==> src/rtl/rfsh_pkg.sv <==
package rfsh_pkg;

  localparam int PH_W = 4;

  typedef enum logic [1:0] {
    SPD_SLOWEST = 2'b00,
    SPD_SLOWER  = 2'b01,
    SPD_FASTER  = 2'b10,
    SPD_FASTEST = 2'b11
  } speed_e;

  // RAS low width in clocks for each speed grade
  function automatic logic [PH_W-1:0] act_len(input speed_e s);
    case (s)
      SPD_FASTEST: act_len = 4'd3;
      SPD_FASTER:  act_len = 4'd4;
      SPD_SLOWER:  act_len = 4'd4;
      default:     act_len = 4'd5;
    endcase
  endfunction

  // Precharge length in clocks after the last RAS release
  function automatic logic [PH_W-1:0] pre_len(input speed_e s);
    case (s)
      SPD_FASTEST: pre_len = 4'd3;
      SPD_FASTER:  pre_len = 4'd3;
      SPD_SLOWER:  pre_len = 4'd4;
      default:     pre_len = 4'd5;
    endcase
  endfunction

endpackage

==> src/rtl/rfsh_pacer.sv <==
module rfsh_pacer #(
  parameter int TICK_NS     = 1000,
  parameter int INTERVAL_NS = 15000,
  parameter int SLOW_DIV    = 4
) (
  input  logic clk,
  input  logic rst,
  input  logic tick_i,
  input  logic slow_i,
  output logic req_o
);

  localparam int TICKS = INTERVAL_NS / TICK_NS;
  localparam int TW    = $clog2(TICKS + 1);
  localparam int DW    = (SLOW_DIV > 1) ? $clog2(SLOW_DIV) : 1;

  logic [TW-1:0] tick_cnt;
  logic [DW-1:0] div_cnt;
  logic          interval_end;
  logic          div_wrap;

  assign interval_end = tick_i && (tick_cnt == TW'(TICKS - 1));
  assign div_wrap     = (div_cnt == DW'(SLOW_DIV - 1));

  always_ff @(posedge clk) begin
    if (rst) begin
      tick_cnt <= '0;
      div_cnt  <= '0;
      req_o    <= 1'b0;
    end else begin
      req_o <= 1'b0;
      if (tick_i) tick_cnt <= interval_end ? '0 : tick_cnt + 1'b1;
      if (interval_end) begin
        div_cnt <= div_wrap ? '0 : div_cnt + 1'b1;
        req_o   <= !slow_i || div_wrap;
      end
    end
  end

  // a request is a single-clock pulse
  AST_REQ_SINGLE: assert property (@(posedge clk) disable iff (rst)
    req_o |=> !req_o);

endmodule

==> src/rtl/rfsh_arbiter.sv <==
module rfsh_arbiter (
  input  logic clk,
  input  logic rst,
  input  logic req_i,
  input  logic cpu_busy_i,
  input  logic rf_busy_i,
  output logic start_o
);

  logic pending;

  assign start_o = pending && !cpu_busy_i && !rf_busy_i;

  // one stored request at most; a new request in the start cycle is kept
  always_ff @(posedge clk) begin
    if (rst)          pending <= 1'b0;
    else if (req_i)   pending <= 1'b1;
    else if (start_o) pending <= 1'b0;
  end

  AST_PEND_CLEARS: assert property (@(posedge clk) disable iff (rst)
    (start_o && !req_i) |=> !pending);

endmodule

==> src/rtl/rfsh_sequencer.sv <==
module rfsh_sequencer
  import rfsh_pkg::*;
#(
  parameter int NUM_BANKS = 4
) (
  input  logic                 clk,
  input  logic                 rst,
  input  logic                 start_i,
  input  speed_e               speed_i,
  input  logic                 hold_mode_i,
  output logic                 busy_o,
  output logic [NUM_BANKS-1:0] ras_n_o,
  output logic [NUM_BANKS-1:0] cas_n_o,
  output logic                 hold_o
);

  localparam int LW = PH_W + 1;

  logic            busy_q, busy_nxt;
  logic [PH_W-1:0] ph_q, ph_nxt;
  logic [PH_W-1:0] act_q, act_nxt, pre_q, pre_nxt;
  logic            hm_q, hm_nxt;
  logic [LW-1:0]   len_q, ph_ext, act_ext;
  logic            cas_on, even_on, odd_on;

  assign len_q = LW'(2) + {1'b0, act_q} + {1'b0, pre_q};

  always_comb begin
    busy_nxt = busy_q;
    ph_nxt   = ph_q;
    act_nxt  = act_q;
    pre_nxt  = pre_q;
    hm_nxt   = hm_q;
    if (start_i) begin
      busy_nxt = 1'b1;
      ph_nxt   = '0;
      act_nxt  = act_len(speed_i);
      pre_nxt  = pre_len(speed_i);
      hm_nxt   = hold_mode_i;
    end else if (busy_q) begin
      if ({1'b0, ph_q} == len_q - 1'b1) begin
        busy_nxt = 1'b0;
        ph_nxt   = '0;
      end else begin
        ph_nxt = ph_q + 1'b1;
      end
    end
  end

  // strobe windows, computed on next-state so outputs come straight from flops
  assign ph_ext  = {1'b0, ph_nxt};
  assign act_ext = {1'b0, act_nxt};
  assign cas_on  = busy_nxt && (ph_ext < act_ext + LW'(2));
  assign even_on = busy_nxt && (ph_ext >= LW'(1)) && (ph_ext < act_ext + LW'(1));
  assign odd_on  = busy_nxt && (ph_ext >= LW'(2)) && (ph_ext < act_ext + LW'(2));

  always_ff @(posedge clk) begin
    if (rst) begin
      busy_q <= 1'b0;
      ph_q   <= '0;
      act_q  <= '0;
      pre_q  <= '0;
      hm_q   <= 1'b0;
      hold_o <= 1'b0;
    end else begin
      busy_q <= busy_nxt;
      ph_q   <= ph_nxt;
      act_q  <= act_nxt;
      pre_q  <= pre_nxt;
      hm_q   <= hm_nxt;
      hold_o <= busy_nxt && hm_nxt;
    end
  end

  for (genvar b = 0; b < NUM_BANKS; b++) begin : g_bank
    always_ff @(posedge clk) begin
      if (rst) begin
        ras_n_o[b] <= 1'b1;
        cas_n_o[b] <= 1'b1;
      end else begin
        ras_n_o[b] <= (b % 2 == 1) ? !odd_on : !even_on;
        cas_n_o[b] <= !cas_on;
      end
    end
  end

  assign busy_o = busy_q;

  AST_CAS_LEADS_RAS: assert property (@(posedge clk) disable iff (rst)
    $fell(ras_n_o[0]) |-> ($past(cas_n_o) == '0) && (cas_n_o == '0));
  AST_ODD_LAGS_FALL: assert property (@(posedge clk) disable iff (rst)
    $fell(ras_n_o[0]) |=> $fell(ras_n_o[1]));
  AST_ODD_LAGS_RISE: assert property (@(posedge clk) disable iff (rst)
    $rose(ras_n_o[0]) |=> $rose(ras_n_o[1]));
  AST_STROBE_IN_REFRESH: assert property (@(posedge clk) disable iff (rst)
    ((ras_n_o != '1) || (cas_n_o != '1)) |-> busy_o);
  AST_PRECHARGE_HELD: assert property (@(posedge clk) disable iff (rst)
    $rose(ras_n_o[1]) |-> busy_o && (cas_n_o == '1));
  AST_HOLD_IN_REFRESH: assert property (@(posedge clk) disable iff (rst)
    hold_o |-> busy_o);

endmodule

==> src/rtl/dram_refresh_ctrl.sv <==
module dram_refresh_ctrl #(
  parameter int NUM_BANKS   = 4,
  parameter int TICK_NS     = 1000,
  parameter int INTERVAL_NS = 15000,
  parameter int SLOW_DIV    = 4
) (
  input  logic                 clk,
  input  logic                 rst,
  input  logic                 tick_i,
  input  logic [1:0]           speed_i,
  input  logic                 slow_i,
  input  logic                 hold_mode_i,
  input  logic                 cpu_req_i,
  input  logic                 cpu_busy_i,
  output logic [NUM_BANKS-1:0] ras_n_o,
  output logic [NUM_BANKS-1:0] cas_n_o,
  output logic                 rfsh_active_o,
  output logic                 hold_o,
  output logic                 stall_o
);

  logic req, start, busy;

  rfsh_pacer #(
    .TICK_NS    (TICK_NS),
    .INTERVAL_NS(INTERVAL_NS),
    .SLOW_DIV   (SLOW_DIV)
  ) u_pacer (
    .clk   (clk),
    .rst   (rst),
    .tick_i(tick_i),
    .slow_i(slow_i),
    .req_o (req)
  );

  rfsh_arbiter u_arb (
    .clk       (clk),
    .rst       (rst),
    .req_i     (req),
    .cpu_busy_i(cpu_busy_i),
    .rf_busy_i (busy),
    .start_o   (start)
  );

  rfsh_sequencer #(
    .NUM_BANKS(NUM_BANKS)
  ) u_seq (
    .clk        (clk),
    .rst        (rst),
    .start_i    (start),
    .speed_i    (rfsh_pkg::speed_e'(speed_i)),
    .hold_mode_i(hold_mode_i),
    .busy_o     (busy),
    .ras_n_o    (ras_n_o),
    .cas_n_o    (cas_n_o),
    .hold_o     (hold_o)
  );

  assign rfsh_active_o = busy;
  assign stall_o       = busy && cpu_req_i;

  AST_NO_START_UNDER_CPU: assert property (@(posedge clk) disable iff (rst)
    $rose(rfsh_active_o) |-> !$past(cpu_busy_i));
  AST_CAS_AT_START: assert property (@(posedge clk) disable iff (rst)
    $rose(rfsh_active_o) |-> (cas_n_o == '0) && (ras_n_o == '1));

endmodule

==> config.mk <==
export PLATFORM = sky130hd
export DESIGN_NAME = dram_refresh_ctrl
export DESIGN_NICKNAME = d
export VERILOG_FILES = /design/src/rtl/rfsh_pkg.sv /design/src/rtl/rfsh_pacer.sv /design/src/rtl/rfsh_arbiter.sv /design/src/rtl/rfsh_sequencer.sv /design/src/rtl/dram_refresh_ctrl.sv
export SDC_FILE = /design/constraint.sdc
export NUM_CORES = 1
export LEC_CHECK = 0
export BUFFER_PORTS_ARGS = -buffer_cell sky130_fd_sc_hd__buf_2
export CAP_MARGIN = 30
export CELL_PAD_IN_SITES_DETAIL_PLACEMENT = 1
export CELL_PAD_IN_SITES_GLOBAL_PLACEMENT = 2
export CORE_ASPECT_RATIO = 0.8
export CORE_UTILIZATION = 39
export CTS_BUF_LIST = sky130_fd_sc_hd__clkbuf_4
export DETAILED_ROUTE_END_ITERATION = 16
export PLACE_DENSITY = 0.93
export SLEW_MARGIN = 20
export SYNTH_ARGS = -nofsm -noshare
export SYNTH_HDL_FRONTEND = slang
export SYNTH_SLANG_ARGS = --single-unit
==> constraint.sdc <==
create_clock -name clk -period 10.2 [get_ports clk]
set_clock_uncertainty 0.2 [all_clocks]
set_input_delay 1.53 -clock clk [delete_from_list [all_inputs] [get_ports clk]]
set_output_delay 1.53 -clock clk [all_outputs]
set_load 0.05 [all_outputs]
== After elaboration in Yosys (flattened, before gate mapping) ==
Cells that the tools add are included.

* Bits in registers: 26
* Input bits: 9
* Word-level logic and storage cells: 67
* Output and inout port bits: 11

* Multiplexer cells: 14
* $add $sub $neg: 8
* Order comparisons: 4
* Reductions and logical operators: 21
* Eq/ne operators: 6
* Bitwise logic cells: 1

{| class="wikitable"
|+ Operators by type and width
! cell !! number
|-
| $mux 4 || 5
|-
| $pmux 3 s2 || 2
|-
| $logic_and 1x1->1 || 10
|-
| $lt 4x5->1 || 2
|-
| $add 4x1->4 const B || 2
|-
| $eq 2x2->1 const B || 3
|-
| $logic_not 1->1 || 6
|-
| $mux 1 || 6
|-
| $reduce_or 2->1 || 3
|-
| $add 2x4->5 const A || 1
|-
| $add 4x1->5 const B || 1
|-
| $add 4x2->5 const B || 1
|-
| $add 5x4->5 || 1
|-
| $eq 4x5->1 || 1
|-
| $sub 5x1->5 const B || 1
|-
| $eq 4x4->1 const B || 1
|-
| $ge 4x1->1 const B || 1
|-
| $ge 4x2->1 const B || 1
|-
| $add 2x1->2 const B || 1
|-
| $eq 2x1->1 const B || 1
|-
| $mux 2 || 1
|-
| $reduce_bool 2->1 || 1
|-
| $logic_or 1x1->1 || 1
|-
| $not 1->1 || 1
|}

== Longest topological paths before layout ==
Gate-level depths: netlist of run 1.

* Word-level depth: 11
* Mapped depth: 16
* Gate-level depth less buffers: 15

== Hierarchy ==
Synthesis of run 1 repeated with hierarchy kept, for this count alone.

* Cell total of the unflattened synthesis: 201
* Area, all modules: 1,726.7 µm²

{| class="wikitable"
|+ By module, submodules not included
! module !! seq. area each (µm²) !! times used !! area each (µm²) !! cells each
|-
| rfsh_sequencer || 340.3 || 1 || 1,351.3 || 160
|-
| rfsh_pacer || 140.1 || 1 || 327.8 || 35
|-
| rfsh_arbiter || 20.0 || 1 || 41.3 || 5
|-
| dram_refresh_ctrl || 0.0 || 1 || 6.3 || 1
|}

== Worst setup path before layout of run 1 ==
No wires, ideal clock.

* Path kind: input to register
* Start: input port cpu_busy_i
* End: register u_seq.ras_n_o[0]
* Data arrival time: 3,673 ps
* Library setup time: 127 ps
* Data required time: 9,873 ps
* Slack: 6,200 ps
* Path buffers: 1
* Cell stages on the path: 12
* Cell sequence: or3b_1 > buf_2 > nand2_1 > nand2_1 > ha_1 > nand2_1 > xnor2_1 > a22oi_1 > ha_1 > a211oi_1 > a21oi_1 > or3_1

* Longest elaborated chain between the ends: 8
* Elaborated cells on any way between the ends: 12
* Classes of those cells: add/sub: 1; order compare: 2; mux: 3; reduce/logical: 6

{| class="wikitable"
|+ Ends and longest elaborated chain
! element !! line !! text
|-
| start, declared || dram_refresh_ctrl.sv:14 || <nowiki>input logic cpu_busy_i,</nowiki>
|-
| $logic_not 1->1 || rfsh_arbiter.sv:12 || <nowiki>assign start_o = pending && !cpu_busy_i && !rf_busy_i;</nowiki>
|-
| $logic_and 1x1->1 (2 in a row) || rfsh_arbiter.sv:12 ||
|-
| $mux 4 || rfsh_sequencer.sv:34 || <nowiki>if (start_i) begin</nowiki>
|-
| named net u_seq.act_nxt[1] || rfsh_sequencer.sv:21 || <nowiki>logic [PH_W-1:0] act_q, act_nxt, pre_q, pre_nxt;</nowiki>
|-
| $add 4x1->5 || rfsh_sequencer.sv:54 || <nowiki>assign even_on = busy_nxt && (ph_ext >= LW'(1)) && (ph_ext < act_ext + LW'(1));</nowiki>
|-
| $lt 4x5->1 || rfsh_sequencer.sv:54 ||
|-
| $logic_and 1x1->1 || rfsh_sequencer.sv:54 ||
|-
| $logic_not 1->1 || rfsh_sequencer.sv:81 || <nowiki>ras_n_o[b] <= (b % 2 == 1) ? !odd_on : !even_on;</nowiki>
|-
| end signal, assigned by index || rfsh_sequencer.sv:81 ||
|-
| end, declared || rfsh_sequencer.sv:12 || <nowiki>output logic [NUM_BANKS-1:0] ras_n_o,</nowiki>
|}

The timed path passes the listed nets, and every way through them passes these cells.
A chain may end at the register's enable or synchronous reset.

== Final worst setup path of run 1 ==
Same ends and word-level chain as after synthesis.

==> flow_summary.json, run 1 <==
{
  "routed_wl_mm": 4.03,
  "drive_above_1_share_pct": 14.1,
  "gp_congestion": 0.829,
  "arrival_ps": 4390,
  "yosys_warnings": 0,
  "synth_area_leaders": "dfxtp_1 30%, ha_1 15%, a21oi_1 5.5%",
  "areaGrowthSynthToFinish_pct": 6.30,
  "worst-slew-pin-transition_ps": 853,
  "grt_pass1_vias": 1416,
  "fin_setup_tns_ps": 0,
  "final_area_sq_um": 1750,
  "core_sq_um": 3930,
  "die_h_microns": 60.2,
  "swShare_pct": 23.0,
  "max_freq_mhz": 228,
  "netlist_area_sq_um": 1650,
  "worstSetupEndpointType": "flop",
  "p_int_mw": 0.120,
  "grt_pass1_wl_mm": 6.48,
  "clock_path_buffers": 2,
  "synth_top_area_cell": "dfxtp_1",
  "rsz0062_at_grt": "no",
  "drc_errors": 0,
  "die_w_microns": 74.7,
  "ioPinCount": 20,
  "die-area_sq_um": 4490,
  "seq_area_frac_synth_pct": 30.3,
  "clock-sinks": 25,
  "drt_pass1_iterations": 4,
  "track_usage_pct": 19.6,
  "async_reset_ff_share_pct": 0,
  "via_count": 1415,
  "slew_headroom_pct": 42.9,
  "grt_start_max_net_pins": 24,
  "post_cts_buffers": 0,
  "clk-insertion-delay-late_ps": 320,
  "p_switching_mw": 0.0358,
  "synth_seq_cells": 25,
  "combPwrFrac_pct": 5.8,
  "cts_resized": 0,
  "avgSynthCellArea_sq_um": 8.37,
  "p_seq_share_pct": 63.8,
  "start_kind": "input pin",
  "post_drt_wl_per_cell_microns": 15.4,
  "cts_tree": "yes",
  "first_iter_violations": 42,
  "synth_cell_types": 47,
  "cts.htree.levels": 1,
  "portBuffers": 19,
  "status": "finished clean",
  "period_needed_ps": 4390,
  "worst_path_most_repeated_cell": "nand2_1",
  "dp_hpwl_mm": 3.14,
  "antenna_found_initial": 0,
  "mostFrequentLayoutCell": "dfxtp_1",
  "synthCells": 197,
  "pre_cts_ws_ps": 5550,
  "critPathMaxStageDelay_ps": 690,
  "clkPwrFrac_pct": 30.4,
  "place_area_sq_um": 1720,
  "p_per_area_nw_per_um2": 88.7,
  "ctsHoldBuffers": 0,
  "mostFrequentLayoutCells": "25 x dfxtp_1, 20 x ha_1, 19 x nand2_1, 19 x buf_2, 18 x a21oi_1",
  "synth_edf_count": 0,
  "required_ps": 10210,
  "row_count": 20,
  "worst_slack_ps": 5810,
  "viasPerCell": 5.42,
  "cp_slowest_cell": "nor3b_2",
  "start_util_pct": 42.0,
  "fin_crit_sh_pct": 43.0,
  "num_antenna_cells": 0,
  "ant_nets": 0,
  "worstPathMaxFanout": 13,
  "hold_viol": 0,
  "finalSetupViolCount": 0,
  "leakage_nw": 0.729,
  "synthesis.nets": 227,
  "synth_ff_type": "dfxtp_1",
  "postLayoutCoreUtil_pct": 44.6,
  "final_nets": 237,
  "grt-ovfl-total": 0,
  "drv_slew": 0,
  "cts_root_buffer": "clkbuf_4",
  "worstPathCellList": "buf_2 -> nor3b_2 -> nand2_1 -> nand2_1 -> ha_1 -> nand2_1 -> xnor2_1 -> a22oi_1 -> ha_1 -> nand3_1 -> a21oi_1 -> o21ai_0 -> a21oi_1 -> or3_1",
  "cts_buffers": 3,
  "path_clk_slew_ps": 140,
  "synth_top_area_share_pct": 30.3,
  "whs_ps": 283,
  "max-cap-violations": 0,
  "ir_drop_uv": 64.8,
  "worstSetupPathType": "input pin to flop",
  "hold_path.class": "flop to flop"
}
path summary, 6_finish.rpt:
| check | endpoint | startpoint | cells past startpoint | slack [ps] |
|---|---|---|---|---|
| min reg2reg | u_pacer.div_cnt[1]$_SDFFE_PP0P_ | u_pacer.div_cnt[1]$_SDFFE_PP0P_ | 2 | 280 |
| max reg2reg | u_seq.ras_n_o[0]$_SDFF_PP1_ | u_seq.busy_o$_SDFF_PP0_ | 13 | 6450 |
| min | u_pacer.div_cnt[1]$_SDFFE_PP0P_ | u_pacer.div_cnt[1]$_SDFFE_PP0P_ | 2 | 280 |
| max | u_seq.ras_n_o[0]$_SDFF_PP1_ | cpu_busy_i | 14 | 5810 |
Yosys cell counts, drive strengths merged (4+ instances only):
cell,instances
clkbuf,4
nand3,9
a21oi,19
inv,11
nor2,15
a211oi,4
o21ai,4
ha,20
nand2,19
and2,4
nor3,9
dfxtp,25
buf,10
xnor2,6
registers in the layout, summed over array words and instances (netlist names), 2 cells and up:
register and flops:
u_seq.pre_q 3, u_seq.ras_n_o 2, u_seq.ph_q 4, u_seq.act_q 4
u_pacer.div_cnt 2, u_pacer.tick_cnt 4
per-layer routing:
layer  share of wire (%)  global-route usage, %
met1                  47                   24.2
met2                  47                   33.5
met3                 3.6                   4.05
met4                 2.4                   7.55
met5                   0                      0
logic make-up (layout without fill, tap and decap cells):
| group | count (synthesis) | count (layout) | share of synthesized area (%) |
|---|---|---|---|
| AND/OR/NAND/NOR | 70 | 70 | 21.3 |
| AO/OA/AOI/OAI | 45 | 45 | 17.9 |
| flip-flops | 25 | 25 | 30.3 |
| buffers and inverters | 25 | 34 | 7.97 |
| adder cells (fa/ha/maj) | 21 | 21 | 16.4 |
| XOR/XNOR | 9 | 9 | 4.78 |
| multiplexers | 2 | 2 | 1.29 |
power by group through the flow:
stage	sequential, mW	clock [mW]	combinational (mW)
after floorplan	0.101	0	0.00548
after detailed placement	0.101	0	0.00904
after CTS	0.0992	0.0503	0.00908
after global routing	0.0993	0.0543	0.00983
after global placement	0.101	0	0.00847
final	0.0992	0.0472	0.00905
area by class of cell:
type | instances | area [sq um]
clock buffers | 4 | 30.0
inverters | 11 | 41.3
well taps | 55 | 68.8
repair buffers | 19 | 95.1
multi-input cells | 147 | 1020
fillers | 505 | 2180
flip-flops and latches | 25 | 500
stage by stage:
| step | total power, mW | instances |
|---|---|---|
| global route | 0.163 | 261 |
| floorplan | 0.107 | 197 |
| CTS | 0.159 | 261 |
| detailed placement | 0.110 | 257 |
| finish | 0.155 | 261 |
| global placement | 0.110 | 257 |
worst max-delay path: cells and delay by family:
family | cells | cell delay (ps)
xor+xnor | 1 | 140
compound gates | 4 | 470
fa+ha+maj | 2 | 520
buf+inv | 1 | 130
simple gates | 6 | 1610
Note: power is estimated with default switching activity, not from simulation.
==> run 2, diff against run 1 <==
Settings changed: CORE_UTILIZATION 39 to 36, PLACE_DENSITY 0.93 to 0.88.
Clock period 10.2 ns to 4.5 ns, I/O delays scaled along.
==> run 2 against run 1 <==
Compared with the run above:
- total power is 130% higher
- routed wire length shrank 1.6%
- non-clock buffer count grew 1
- combinational power rose by 120%
- clock power up 140%
- worst hold slack got worse by 9.7 ps
- largest cell class unchanged
- via count down 1.6%
- sequential power rose by 130%
- critical path depth increased by 1
- highest routed layer is now met3
- count of clock-buffer cells in the layout decreased by 1
- die area grew 8.1%
==> flow_summary.json, run 2 (synthesis gave the netlist of run 1 again) <==
{
  "status": "finished clean",
  "gp_congestion": 0.767,
  "drt_pass1_iterations": 4,
  "cts_buffers": 3,
  "routed_wl_mm": 3.96,
  "worstReg2RegEnd": "u_seq.ras_n_o[1]$_SDFF_PP1_",
  "grt_pass1_vias": 1361,
  "die-area_sq_um": 4860,
  "slew_headroom_pct": 48.0,
  "reg_top3": "u_pacer.tick_cnt: 4 flops, u_seq.act_q: 4 flops, u_seq.ph_q: 4 flops",
  "critPathMaxStageDelay_ps": 520,
  "num_antenna_cells": 0,
  "swShare_pct": 26.4,
  "drive_above_1_share_pct": 14.5,
  "cp_slowest_cell": "a211oi_1",
  "start_util_pct": 38.5,
  "rsz0062_at_grt": "no",
  "grt_pass1_wl_mm": 6.91,
  "worstPathMaxFanout": 12,
  "row_count": 21,
  "p_per_area_nw_per_um2": 204,
  "worstSetupEndpointType": "flop",
  "hold_path_depth": 2,
  "grt_start_max_net_pins": 24,
  "arrival_ps": 3720,
  "p_switching_mw": 0.0948,
  "finalSetupViolCount": 0,
  "first_iter_violations": 68,
  "cts_tree": "yes",
  "required_ps": 4550,
  "holdCritStartpoint": "u_pacer.div_cnt[1]$_SDFFE_PP0P_",
  "ant_nets": 0,
  "mostFrequentLayoutCell": "dfxtp_1",
  "p_seq_share_pct": 62.6,
  "ctsHoldBuffers": 0,
  "clkPwrFrac_pct": 31.7,
  "worst-slew-pin-transition_ps": 779,
  "pre_cts_ws_ps": 858,
  "finalNonFillerCells": 264,
  "portBuffers": 19,
  "worstSetupPathType": "flop to flop",
  "die_w_microns": 77.7,
  "ir_drop_uv": 104,
  "final_nets": 238,
  "drc_errors": 0,
  "mostFrequentLayoutCells": "25 x dfxtp_1, 20 x ha_1, 19 x nand2_1, 19 x buf_2, 18 x a21oi_1",
  "start_kind": "flop",
  "clock_path_buffers": 2,
  "worst_slack_ps": 826,
  "ioPinCount": 20,
  "hold_viol": 0,
  "hold_path.class": "flop to flop",
  "worstPathCellList": "inv_1 -> ha_1 -> inv_1 -> fa_1 -> xnor2_1 -> xnor2_1 -> nor3_1 -> o21a_1 -> a211oi_1 -> ha_1 -> nand3_1 -> nor2_1 -> o21ai_1 -> a31oi_1 -> a2111o_1",
  "place_inst": 260,
  "post_cts_buffers": 0,
  "path_clk_slew_ps": 160,
  "combPwrFrac_pct": 5.6,
  "p_int_mw": 0.265,
  "track_usage_pct": 18.0,
  "reg2reg_from": "u_seq.act_q[0]$_SDFF_PP0_",
  "hold_path_end": "u_pacer.div_cnt[1]$_SDFFE_PP0P_",
  "viasPerCell": 5.28,
  "antenna_found_initial": 0,
  "drv_slew": 0,
  "cts_root_buffer": "clkbuf_4",
  "cts.htree.levels": 1,
  "postLayoutCoreUtil_pct": 41.2,
  "fin_setup_tns_ps": 0,
  "max-cap-violations": 0,
  "clk-insertion-delay-late_ps": 340,
  "max_freq_mhz": 272,
  "r2r_slack_ps": 830,
  "period_needed_ps": 3670,
  "via_count": 1393,
  "grt-ovfl-total": 0,
  "fin_crit_sh_pct": 81.6,
  "cts_resized": 0,
  "rr_worst_depth": 15,
  "areaGrowthSynthToFinish_pct": 6.90,
  "post_drt_wl_per_cell_microns": 15.0,
  "core_sq_um": 4280,
  "clock-sinks": 25,
  "die_h_microns": 62.5,
  "dp_hpwl_mm": 3.05,
  "leakage_nw": 0.730
}
[run 2: cell type report]
type	count	area (sq um)
clock buffers	3	22.5
inverters	11	41.3
well taps	57	71.3
flip-flops and latches	25	500
multi-input cells	147	1020
repair buffers	20	103
clock inverters	1	7.51
fillers	533	2520
[run 2: how the worst max path moves through the flow]
stage / from / endpoint / slack [ps] / depth (start not counted)
after floorplan: u_seq.act_q[0]$_SDFF_PP0_ / u_seq.ras_n_o[0]$_SDFF_PP1_ / 1260 / 15
after global placement: cpu_busy_i / u_seq.ras_n_o[0]$_SDFF_PP1_ / 830 / 14
after detailed placement: cpu_busy_i / u_seq.ras_n_o[0]$_SDFF_PP1_ / 860 / 14
after CTS: u_seq.act_q[0]$_SDFF_PP0_ / u_seq.ras_n_o[1]$_SDFF_PP1_ / 850 / 15
after global routing: u_seq.act_q[0]$_SDFF_PP0_ / u_seq.ras_n_o[1]$_SDFF_PP1_ / 580 / 15
final: u_seq.act_q[0]$_SDFF_PP0_ / u_seq.ras_n_o[1]$_SDFF_PP1_ / 830 / 15
[run 2: worst max-delay path, delay by kind of cell (launching register included)]
family	cells	cell delay, ps
DFF	1	360
xor gates and xnor gates	2	380
and+or+nand+nor	3	220
buffers and inverters	2	140
AOI/OAI and AO/OA	5	1360
adders and majority gates	3	920
[run 2: metal layers]
metal  track usage, %  share of wire, %  vias up  routed length [microns]
met5                0                 0        -                        0
met4             2.83                 0        0                        0
met3             3.07               3.0        0                      118
met2             27.2                43       19                     1710
met1             26.9                54      665                     2140
li1                 -                 -      709                        -
[run 2: through the flow]
step           power, mW  area, sq um  hold WS, ps
2_1_floorplan      0.242         1650          213
3_3_place_gp       0.250         1730          229
3_5_place_dp       0.250         1730          248
4_1_cts            0.361         1760          280
5_1_grt            0.373         1760          295
6_report           0.359         1760          273
[run 2: power by group through the flow]
stage / combinational (mW) / clock [mW] / sequential, mW
5_1_grt: 0.0230 / 0.125 / 0.226
4_1_cts: 0.0207 / 0.115 / 0.225
2_1_floorplan: 0.0124 / 0 / 0.229
3_3_place_gp: 0.0200 / 0 / 0.230
6_report: 0.0203 / 0.114 / 0.225
3_5_place_dp: 0.0205 / 0 / 0.230
==> run 3, diff against run 2 <==
Settings changed: ABC_AREA from default to 1, CORE_UTILIZATION 36 to 31, PLACE_DENSITY 0.88 to 0.84.
Clock period 4.5 ns to 3.3 ns, I/O delays scaled along.
==> run 3 against run 2 <==
Compared with the run above:
- die area increased by 13%
- sequential share of layout area increased by 0.22 points
- critical path depth unchanged
- clock power increased by 32%
- register-to-register slack got worse by 440 ps
- first-iteration DRC count decreased by 19%
- synthesized cell count increased by 11%
- area after synthesis decreased by 2.1%
- critical path type unchanged
==> flow_summary.json, run 3 <==
{
  "synth_ff_type": "dfxtp_1",
  "synth_top_area_share_pct": 31.0,
  "synth.area.mux_share_pct": 0,
  "cp_num_buf_inv": 3,
  "cp_slowest_cell": "fa_1",
  "clk-insertion-delay-late_ps": 320,
  "critPathMaxStageDelay_ps": 430,
  "avgSynthCellArea_sq_um": 7.40,
  "leakage_nw": 0.932,
  "max-cap-violations": 0,
  "worstPathMaxFanout": 6,
  "drt_pass1_iterations": 4,
  "row_count": 23,
  "yosysMostFrequentCell": "nand2_1",
  "clkPwrFrac_pct": 31.3,
  "die_h_microns": 66.5,
  "yosys.area_share.simple_pct": 25.6,
  "first_iter_violations": 55,
  "start_util_pct": 32.2,
  "via_count": 1317,
  "die_w_microns": 82.7,
  "p_seq_share_pct": 63.9,
  "ir_drop_uv": 129,
  "postLayoutCoreUtil_pct": 34.9,
  "grt_start_max_net_pins": 17,
  "grt-ovfl-total": 0,
  "clock-sinks": 25,
  "antenna_found_initial": 0,
  "worstPathCellList": "inv_1 -> ha_1 -> inv_1 -> fa_1 -> xnor2_1 -> nand3_1 -> nor2_2 -> nand3_2 -> nand2_1 -> inv_1 -> ha_1 -> a21oi_1 -> a22oi_1 -> nor2_1 -> nand3_1",
  "swShare_pct": 23.3,
  "synth_edf_count": 0,
  "required_ps": 3320,
  "num_antenna_cells": 0,
  "cts.htree.levels": 1,
  "synth_top_family_by_area": "simple AND/OR/NAND/NOR gates",
  "mostFrequentLayoutCells": "44 x nand2_1, 33 x inv_1, 26 x nor2_1, 25 x dfxtp_1, 20 x ha_1",
  "worstSetupEndpointType": "flop",
  "synth_area_leaders": "dfxtp_1 31%, ha_1 16%, nand2_1 10%",
  "worst-slew-pin-transition_ps": 396,
  "synthCells": 218,
  "routed_wl_mm": 3.39,
  "fin_setup_tns_ps": 0,
  "finalSetupViolCount": 0,
  "start_kind": "flop",
  "synthXorXnorAreaFrac_pct": 3.80,
  "p_per_area_nw_per_um2": 275,
  "portBuffers": 19,
  "async_reset_ff_share_pct": 0,
  "ioPinCount": 20,
  "p_switching_mw": 0.112,
  "seq_area_frac_synth_pct": 31.0,
  "combPwrFrac_pct": 4.8,
  "cts_tree": "yes",
  "track_usage_pct": 13.8,
  "core_sq_um": 5010,
  "gp_congestion": 0.721,
  "drc_errors": 0,
  "netlist_area_sq_um": 1610,
  "hold_path.class": "input pin to flop",
  "yosys.area_share.adder_pct": 16.7,
  "max_freq_mhz": 344,
  "synth_cell_types": 32,
  "yosys_warnings": 0,
  "period_needed_ps": 2910,
  "worst_path_most_repeated_cell": "inv_1",
  "fillers": 657,
  "synth_compound_area_share_pct": 10.5,
  "clock_path_buffers": 2,
  "rsz0062_at_grt": "no",
  "ant_nets": 0,
  "slew_headroom_pct": 73.6,
  "hold_viol": 0,
  "mostFrequentLayoutCell": "nand2_1",
  "grt_pass1_vias": 1252,
  "p_int_mw": 0.369,
  "synth_seq_cells": 25,
  "path_clk_slew_ps": 140,
  "cts_root_buffer": "clkbuf_4",
  "dp_hpwl_mm": 2.80,
  "post_cts_buffers": 0,
  "reg_top3": "u_pacer.tick_cnt: 4 flops, u_seq.act_q: 4 flops, u_seq.ph_q: 4 flops",
  "worstSetupPathType": "flop to flop",
  "final_nets": 263,
  "areaGrowthSynthToFinish_pct": 8.37,
  "cts_buffers": 3,
  "viasPerCell": 4.48,
  "grt_pass1_wl_mm": 5.76,
  "fin_crit_sh_pct": 88.1,
  "synthesis.nets": 248,
  "die-area_sq_um": 5500,
  "drv_slew": 0,
  "ctsHoldBuffers": 0,
  "drive_above_1_share_pct": 15.1,
  "cts_resized": 0,
  "synthTopCellsByCount": "44 x nand2_1, 33 x inv_1, 26 x nor2_1, 25 x dfxtp_1, 20 x ha_1",
  "status": "finished clean",
  "synth_top_area_cell": "dfxtp_1",
  "post_drt_wl_per_cell_microns": 11.5,
  "arrival_ps": 2930,
  "cpLargestDelayFamily": "adder cells"
}
==> run 3: changes by cell type after synthesis, moves of 3 or more <==
| cell | previous run | this run |
|---|---|---|
| nor2_1 | 15 | 26 |
| xnor2_1 | 6 | 2 |
| nand2_1 | 19 | 44 |
| o22ai_1 | 3 | 0 |
| a21oi_1 | 18 | 12 |
| a211oi_1 | 4 | 1 |
| inv_1 | 11 | 33 |
| and2_1 | 4 | 0 |
| buf_2 | 3 | 0 |
| nor3_1 | 9 | 2 |
| o21ai_0 | 2 | 6 |
| nand2b_1 | 3 | 0 |
==> run 3: worst register-to-register path: stages, from the launching register on <==
cell and delay [ps]:
dfxtp_1 350, inv_1 40, ha_1 180, inv_1 100, fa_1 430, xnor2_1 160, nand3_1 90, nor2_2 120
nand3_2 140, nand2_1 130, inv_1 70, ha_1 330, a21oi_1 140, a22oi_1 100, nor2_1 140, nand3_1 80
==> run 3: final cells by class <==
cell class              count  area (sq um)  area share, %
flip-flops and latches     25           500           28.6
clock buffers               4          30.0           1.72
well taps                  62          77.6           4.43
repair buffers             19          95.1           5.44
multi-input cells         149           915           52.3
inverters                  35           131           7.51
==> run 3: worst paths after layout <==
| check | startpoint | to | slack [ps] | cells past startpoint |
|---|---|---|---|---|
| setup / recovery | u_seq.pre_q[0]$_SDFFE_PP0P_ | u_seq.ras_n_o[1]$_SDFF_PP1_ | 390 | 15 |
| hold / removal | slow_i | u_pacer.req_o$_SDFF_PP0_ | 140 | 2 |
| setup reg to reg | u_seq.pre_q[0]$_SDFFE_PP0P_ | u_seq.ras_n_o[1]$_SDFF_PP1_ | 390 | 15 |
| hold reg to reg | u_pacer.req_o$_SDFF_PP0_ | u_arb.pending$_SDFFE_PP0P_ | 250 | 2 |
==> run 3: per-stage QoR <==
stage | hold WS, ps | instance area, sq um | std cells | setup WS, ps | total power, mW
after floorplan | 215 | 1610 | 218 | 571 | 0.327
after global placement | 224 | 1720 | 290 | 270 | 0.337
after detailed placement | 239 | 1720 | 290 | 281 | 0.338
after CTS | 134 | 1750 | 294 | 386 | 0.488
after global routing | 122 | 1750 | 294 | 126 | 0.507
final | 138 | 1750 | 294 | 391 | 0.482
==> run 3: logic make-up after synthesis <==
kind of cell               Yosys count
AOI/OAI and AO/OA                   27
xor gates and xnor gates             7
adders and majority gates           21
buffers and inverters               44
DFF                                 25
and+or+nand+nor                     94
==> run 3: power by group through the flow <==
stage	clock (mW)	sequential [mW]	combinational, mW
after floorplan	0	0.314	0.0134
after global placement	0	0.314	0.0227
after detailed placement	0	0.314	0.0237
after CTS	0.156	0.308	0.0238
after global routing	0.170	0.309	0.0279
final	0.151	0.308	0.0233
==> run 3: per-layer routing <==
metal	global-route usage (%)	wire [microns]	share of wire [%]
met2	19.7	1300	38
met1	21.4	2000	59
met4	3.88	41	1.2
met5	0	0	0
met3	1.23	39	1.2
